==> src/rtl/dma_pkg.sv <==
package dma_pkg;
  typedef enum logic [1:0] {
    SQ_IDLE = 2'd0,
    SQ_HOLD = 2'd1,
    SQ_MOVE = 2'd2,
    SQ_GAP  = 2'd3
  } seq_state_e;

  localparam logic [1:0] SEL_ADDR  = 2'd0;
  localparam logic [1:0] SEL_COUNT = 2'd1;
  localparam logic [1:0] SEL_CTRL  = 2'd2;
  localparam logic [1:0] SEL_STAT  = 2'd3;

  localparam int CTRL_DIR   = 0;
  localparam int CTRL_BURST = 1;
  localparam int CTRL_EN    = 2;
  localparam int CTRL_W     = 3;
endpackage

==> src/rtl/dma_addr_cnt.sv <==
module dma_addr_cnt #(
  parameter int ADDR_W = 16,
  parameter int CNT_W  = 16
) (
  input  logic              clk,
  input  logic              rst_n,
  input  logic              ld_addr,
  input  logic              ld_cnt,
  input  logic [ADDR_W-1:0] addr_wdata,
  input  logic [CNT_W-1:0]  cnt_wdata,
  input  logic              step,
  output logic [ADDR_W-1:0] addr,
  output logic [CNT_W-1:0]  cnt,
  output logic              last,
  output logic              nonzero
);
  logic [ADDR_W-1:0] addr_nxt;
  logic [CNT_W-1:0]  cnt_nxt;
  logic              addr_en;
  logic              cnt_en;

  always_comb begin
    addr_en  = ld_addr | step;
    cnt_en   = ld_cnt | step;
    addr_nxt = ld_addr ? addr_wdata : addr + ADDR_W'(1);
    cnt_nxt  = ld_cnt ? cnt_wdata : cnt - CNT_W'(1);
  end

  always_ff @(posedge clk or negedge rst_n) begin
    if (!rst_n) begin
      addr <= '0;
      cnt  <= '0;
    end else begin
      if (addr_en) addr <= addr_nxt;
      if (cnt_en)  cnt  <= cnt_nxt;
    end
  end

  assign last    = (cnt == CNT_W'(1));
  assign nonzero = (cnt != '0);
endmodule

==> src/rtl/dma_seq.sv <==
module dma_seq
  import dma_pkg::*;
(
  input  logic clk,
  input  logic rst_n,
  input  logic armed,
  input  logic burst,
  input  logic last,
  input  logic req,
  input  logic gnt,
  output logic hold_req,
  output logic beat,
  output logic busy
);
  seq_state_e state, state_nxt;

  assign hold_req = (state == SQ_HOLD) || (state == SQ_MOVE);
  assign beat     = (state == SQ_MOVE) && gnt && req;
  assign busy     = (state != SQ_IDLE);

  always_comb begin
    state_nxt = state;
    unique case (state)
      SQ_IDLE: if (armed && req) state_nxt = SQ_HOLD;
      SQ_HOLD: if (gnt) state_nxt = SQ_MOVE;
      SQ_MOVE: if (beat && (!burst || last)) state_nxt = SQ_GAP;
      SQ_GAP:  state_nxt = SQ_IDLE;
      default: state_nxt = SQ_IDLE;
    endcase
  end

  always_ff @(posedge clk or negedge rst_n) begin
    if (!rst_n) state <= SQ_IDLE;
    else        state <= state_nxt;
  end
endmodule

==> src/rtl/dma_regs.sv <==
module dma_regs
  import dma_pkg::*;
#(
  parameter int REG_W = 16
) (
  input  logic              clk,
  input  logic              rst_n,
  input  logic              we,
  input  logic              re,
  input  logic [1:0]        sel,
  input  logic [CTRL_W-1:0] ctrl_wdata,
  input  logic              busy,
  input  logic              beat,
  input  logic              last,
  input  logic [REG_W-1:0]  addr_view,
  input  logic [REG_W-1:0]  cnt_view,
  output logic              ld_addr,
  output logic              ld_cnt,
  output logic              dir,
  output logic              burst,
  output logic              en,
  output logic              done,
  output logic [REG_W-1:0]  rdata
);
  logic wr_ok, ctrl_ld, finish, stat_rd;
  logic en_nxt, done_nxt;

  always_comb begin
    wr_ok    = we && !busy;
    ld_addr  = wr_ok && (sel == SEL_ADDR);
    ld_cnt   = wr_ok && (sel == SEL_COUNT);
    ctrl_ld  = wr_ok && (sel == SEL_CTRL);
    finish   = beat && last;
    stat_rd  = re && (sel == SEL_STAT);
    en_nxt   = finish ? 1'b0 : (ctrl_ld ? ctrl_wdata[CTRL_EN] : en);
    done_nxt = finish ? 1'b1 : (stat_rd ? 1'b0 : done);
  end

  always_ff @(posedge clk or negedge rst_n) begin
    if (!rst_n) begin
      dir   <= 1'b0;
      burst <= 1'b0;
      en    <= 1'b0;
      done  <= 1'b0;
    end else begin
      if (ctrl_ld) begin
        dir   <= ctrl_wdata[CTRL_DIR];
        burst <= ctrl_wdata[CTRL_BURST];
      end
      en   <= en_nxt;
      done <= done_nxt;
    end
  end

  always_comb begin
    unique case (sel)
      SEL_ADDR:  rdata = addr_view;
      SEL_COUNT: rdata = cnt_view;
      SEL_CTRL:  rdata = REG_W'({en, burst, dir});
      default:   rdata = REG_W'({busy, done});
    endcase
  end
endmodule

==> src/rtl/dma_xfer_engine.sv <==
module dma_xfer_engine
  import dma_pkg::*;
#(
  parameter  int ADDR_W = 16,
  parameter  int CNT_W  = 16,
  localparam int REG_W  = (ADDR_W > CNT_W) ? ADDR_W : CNT_W
) (
  input  logic              clk,
  input  logic              rst_n,
  input  logic [1:0]        cfg_sel,
  input  logic              cfg_we,
  input  logic              cfg_re,
  input  logic [REG_W-1:0]  cfg_wdata,
  output logic [REG_W-1:0]  cfg_rdata,
  input  logic              periph_req_i,
  output logic              periph_ack_o,
  output logic              hold_req_o,
  input  logic              hold_gnt_i,
  output logic [ADDR_W-1:0] mem_addr_o,
  output logic              mem_rd_o,
  output logic              mem_wr_o,
  output logic              irq_o
);
  logic [1:0] rst_pipe;
  logic       rst_int_n;

  always_ff @(posedge clk or negedge rst_n) begin
    if (!rst_n) rst_pipe <= 2'b00;
    else        rst_pipe <= {rst_pipe[0], 1'b1};
  end
  assign rst_int_n = rst_pipe[1];

  logic              ld_addr, ld_cnt, step, last, nonzero;
  logic              ctrl_dir, ctrl_burst, ctrl_en, done, busy;
  logic [ADDR_W-1:0] cur_addr;
  logic [CNT_W-1:0]  cur_cnt;

  dma_addr_cnt #(.ADDR_W(ADDR_W), .CNT_W(CNT_W)) u_addr_cnt (
    .clk        (clk),
    .rst_n      (rst_int_n),
    .ld_addr    (ld_addr),
    .ld_cnt     (ld_cnt),
    .addr_wdata (cfg_wdata[ADDR_W-1:0]),
    .cnt_wdata  (cfg_wdata[CNT_W-1:0]),
    .step       (step),
    .addr       (cur_addr),
    .cnt        (cur_cnt),
    .last       (last),
    .nonzero    (nonzero)
  );

  dma_seq u_seq (
    .clk      (clk),
    .rst_n    (rst_int_n),
    .armed    (ctrl_en && nonzero),
    .burst    (ctrl_burst),
    .last     (last),
    .req      (periph_req_i),
    .gnt      (hold_gnt_i),
    .hold_req (hold_req_o),
    .beat     (step),
    .busy     (busy)
  );

  dma_regs #(.REG_W(REG_W)) u_regs (
    .clk        (clk),
    .rst_n      (rst_int_n),
    .we         (cfg_we),
    .re         (cfg_re),
    .sel        (cfg_sel),
    .ctrl_wdata (cfg_wdata[CTRL_W-1:0]),
    .busy       (busy),
    .beat       (step),
    .last       (last),
    .addr_view  (REG_W'(cur_addr)),
    .cnt_view   (REG_W'(cur_cnt)),
    .ld_addr    (ld_addr),
    .ld_cnt     (ld_cnt),
    .dir        (ctrl_dir),
    .burst      (ctrl_burst),
    .en         (ctrl_en),
    .done       (done),
    .rdata      (cfg_rdata)
  );

  assign periph_ack_o = step;
  assign mem_rd_o     = step && !ctrl_dir;
  assign mem_wr_o     = step && ctrl_dir;
  assign mem_addr_o   = cur_addr;
  assign irq_o        = done;
endmodule

==> config.mk <==
export PLATFORM = sky130hd
export DESIGN_NAME = dma_xfer_engine
export DESIGN_NICKNAME = d
export VERILOG_FILES = /design/src/rtl/dma_pkg.sv /design/src/rtl/dma_addr_cnt.sv /design/src/rtl/dma_seq.sv /design/src/rtl/dma_regs.sv /design/src/rtl/dma_xfer_engine.sv
export SDC_FILE = /design/constraint.sdc
export NUM_CORES = 1
export LEC_CHECK = 0
export BUFFER_PORTS_ARGS = -buffer_cell sky130_fd_sc_hd__buf_2
export CAP_MARGIN = 20
export CELL_PAD_IN_SITES_DETAIL_PLACEMENT = 0
export CELL_PAD_IN_SITES_GLOBAL_PLACEMENT = 2
export CORE_MARGIN = 2
export CORE_UTILIZATION = 34
export CTS_CLUSTER_DIAMETER = 80
export CTS_CLUSTER_SIZE = 20
export DETAILED_ROUTE_END_ITERATION = 10
export GPL_TIMING_DRIVEN = 0
export PLACE_DENSITY_LB_ADDON = 0.08
export REMOVE_ABC_BUFFERS = 1
export SYNTH_ARGS = -nofsm -noshare
export SYNTH_HDL_FRONTEND = slang
export SYNTH_SLANG_ARGS = --single-unit
==> constraint.sdc <==
create_clock -name clk -period 3.4 [get_ports clk]
set_clock_uncertainty 0.05 [all_clocks]
set_input_delay 0.34 -clock clk [delete_from_list [all_inputs] [get_ports clk]]
set_output_delay 0.34 -clock clk [all_outputs]
set_load 0.05 [all_outputs]
==> run metrics <==
DRT met1 WL=3.05 mm; dpl hpwl=approximately 4.5 mm; Synth Register Bits=40; number of synthesized flops with an enable pin=0; leakage dissipation=0.00129 µW; Setup Crit Path Kind=register to register; post-DR wirelength/cell=around 15 µm; actual slew at the worst max-slew pin=a little over 0.6 ns; endpoints failing setup=0; Setup Buffers After CTS=0; first-pass GRT wire length=slightly above 10 mm; Tmin final=2.40 ns; Worst Setup Start Kind=register; Die X=88.1 µm; row cnt=30; Port Buffers=60; metal2 WL=2.91 mm; ANT nets after route=0; Worst Path Required=3.53 ns; ys flop type=dfrtp_1; final net count=355; Global Route Usage Sum=17.7%; gpl congestion=0.695; root buffer cell=clkbuf_8; most frequent cell after synthesis=dfrtp_1; highest routed layer=met4; dpl ws=0.945 ns; TritonCTS clock tree=yes; router iterations before antenna repair=4; Avg Inst Size Synth=just over 9 µm²; gr ovfl total=0; clock sinks=40; status=finished, final reports clean; synth top area cells=dfrtp_1 (42%), xnor2_1 (7.3%), mux2i_1 (6.2%), nor2_1 (5.8%), nand2_1 (4.2%); io pins=61; Pwr Total=2740 µW; Fillers=roughly 730; Clock Latency Late Sink=0.29 ns; Die ar.=0.00777 mm²; setup ws final=0.997 ns; reg2reg setup slack=between 0.9 and 1 ns; post-synth top area share=41.6%; number of global-route vias before repair=1998; Seq/Total Area, Yosys=about 42%; initial DRC count=82; critical path arrival=2.53 ns; Max clock buf depth=2; largest net degree at the start of global routing=37; Inst Count DP=approximately 410; met3 WL post-DR=220 µm; Cell Area, Synth=0.00241 mm²; Netlist cell types=37; Hold Path Class=register to asynchronous set/reset pin; Crit. End Element=register; setup TNS=0 ns; vias=2026; yosys warns=0; Pwr per Cell Area=931 mW/mm²; synth cell count leaders=dfrtp_1 (40), nor2_1 (37), nand2_1 (27); Crit Path Max Fanout=8; initial antenna violation count=0; CTS clk-pin slew, worst paths=0.08 ns; Rel. slew slack=59.5%; share of cells above drive strength 1=around a quarter; TritonCTS Buffers=5; Total Wirelength=6.24 mm; core box area=0.00683 mm²; cell taking the most area after synthesis=dfrtp_1; asr flop ratio synth=100%; via/cell ratio=4.80; Hold Fails Final Rpt=0; DRC viols=0; Peak VDD IR=approximately 330 µV; Max-cap violations=0; period utilization=70.7%; Area Growth Syn to Fin=22.4%; Initial Util=between 30% and 40%; Cells after Synth=approximately 270; Slew Limit Fails=0; ANT cells=0; Max Fclk=0.416 GHz; RSZ-0062 raised after global routing=no; H-Tree Depth=2; Die Ht=about 90 µm; Post-Layout Cell Count=422
[report_power, final]
group,switching [µW],internal [µW]
Sequential,287,693
Clock,170,166
Combinational,961,465
[cells in the final DEF (no fill, tap or decap), types with 2 or more instances in the layout]
cell type / synthesis / final
dfrtp_1: 40 / 39
xor2_1: 10 / 10
o21ai_1: 4 / 4
buf_6: 0 / 2
nand3b_1: 2 / 2
clkbuf_1: 11 / 2
nor2_1: 37 / 37
ha_1: 6 / 6
mux4_2: 2 / 2
clkbuf_8: 0 / 6
and2_1: 2 / 2
nand2_1: 27 / 27
buf_2: 0 / 60
nand3_1: 8 / 8
and3_1: 3 / 3
nor3_1: 9 / 8
mux2_2: 4 / 4
mux2i_1: 15 / 15
a21oi_1: 16 / 16
o21ai_0: 14 / 14
xnor2_1: 20 / 20
nor4_1: 5 / 5
inv_1: 7 / 7
nand4_1: 7 / 7
[cell type report]
cell class / instances / area, µm² / share of cell area [%]
multi-input combinational: 205 / 1340 / 45.4
sequential: 40 / 1000 / 34.0
timing repair buffer: 65 / 368 / 12.5
tap: 96 / 120 / 4.08
clock buffer: 8 / 90.1 / 3.06
inverter: 8 / 30.0 / 1.02
[worst max-delay path, cell delays in order, from the launching register on]
cell and delay [ns]:
dfrtp_1 0.45, nor4_4 0.43, nand3_4 0.19, or4_4 0.57, a31oi_1 0.25, mux2_1 0.34
[what timing repair did]
item                      4_1_cts  5_1_grt
hold buffers                    1        0
hold endpoints to repair        2        0
resized for setup               0        0
[flip-flops by register name (all words and copies together) (netlist names)]
register,count
rst_pipe,2
u_seq.state,2
u_regs.en,1
u_regs.done,1
u_regs.dir,1
u_addr_cnt.addr,16
u_regs.burst,1
u_addr_cnt.cnt,16
[layer usage]
metal / track usage [%] / vias to the layer above
met5: 0 / -
met4: 4.55 / 0
met3: 2.83 / 6
met1: 24.2 / 941
met2: 29.4 / 44
li1: - / 1035
[kinds of logic (layout without fill, tap and decap cells)]
kind of cell,count (synthesis),in the layout,synth area share (%)
compound gates,37,37,8.16
xor+xnor,30,30,10.9
fa+ha+maj,6,6,3.12
buf+inv,20,81,3.12
flops,40,40,41.6
mux,22,22,10.4
other cells,1,1,0.156
simple gates,109,109,22.5
[path summary, 6_finish.rpt]
| path | start | depth (start not counted) | end |
|---|---|---|---|
| max | u_addr_cnt.cnt[4] | 5 | u_seq.state[1] |
| min in group clk | cfg_wdata[11] | 3 | u_addr_cnt.addr[11] |
| min | rst_pipe[1] | 0 | u_seq.state[0] |
| max in group asynchronous | rst_pipe[1] | 1 | u_addr_cnt.cnt[2] |
| max reg2reg | u_addr_cnt.cnt[4] | 5 | u_seq.state[1] |
| min reg2reg | rst_pipe[1] | 0 | u_seq.state[0] |
[per-stage QoR]
step | util (%) | cell area, µm² | hold slack (ns)
2_1_floorplan | - | 2360 | -0.00559
3_3_place_gp | 40.7 | 2780 | 0.0755
3_5_place_dp | 41.4 | 2830 | 0.00733
4_1_cts | 42.9 | 2930 | 0.0168
5_1_grt | 43.1 | 2950 | 0.0216
6_report | 43.1 | 2950 | 0.0142
(Power assumes the default switching activity.)
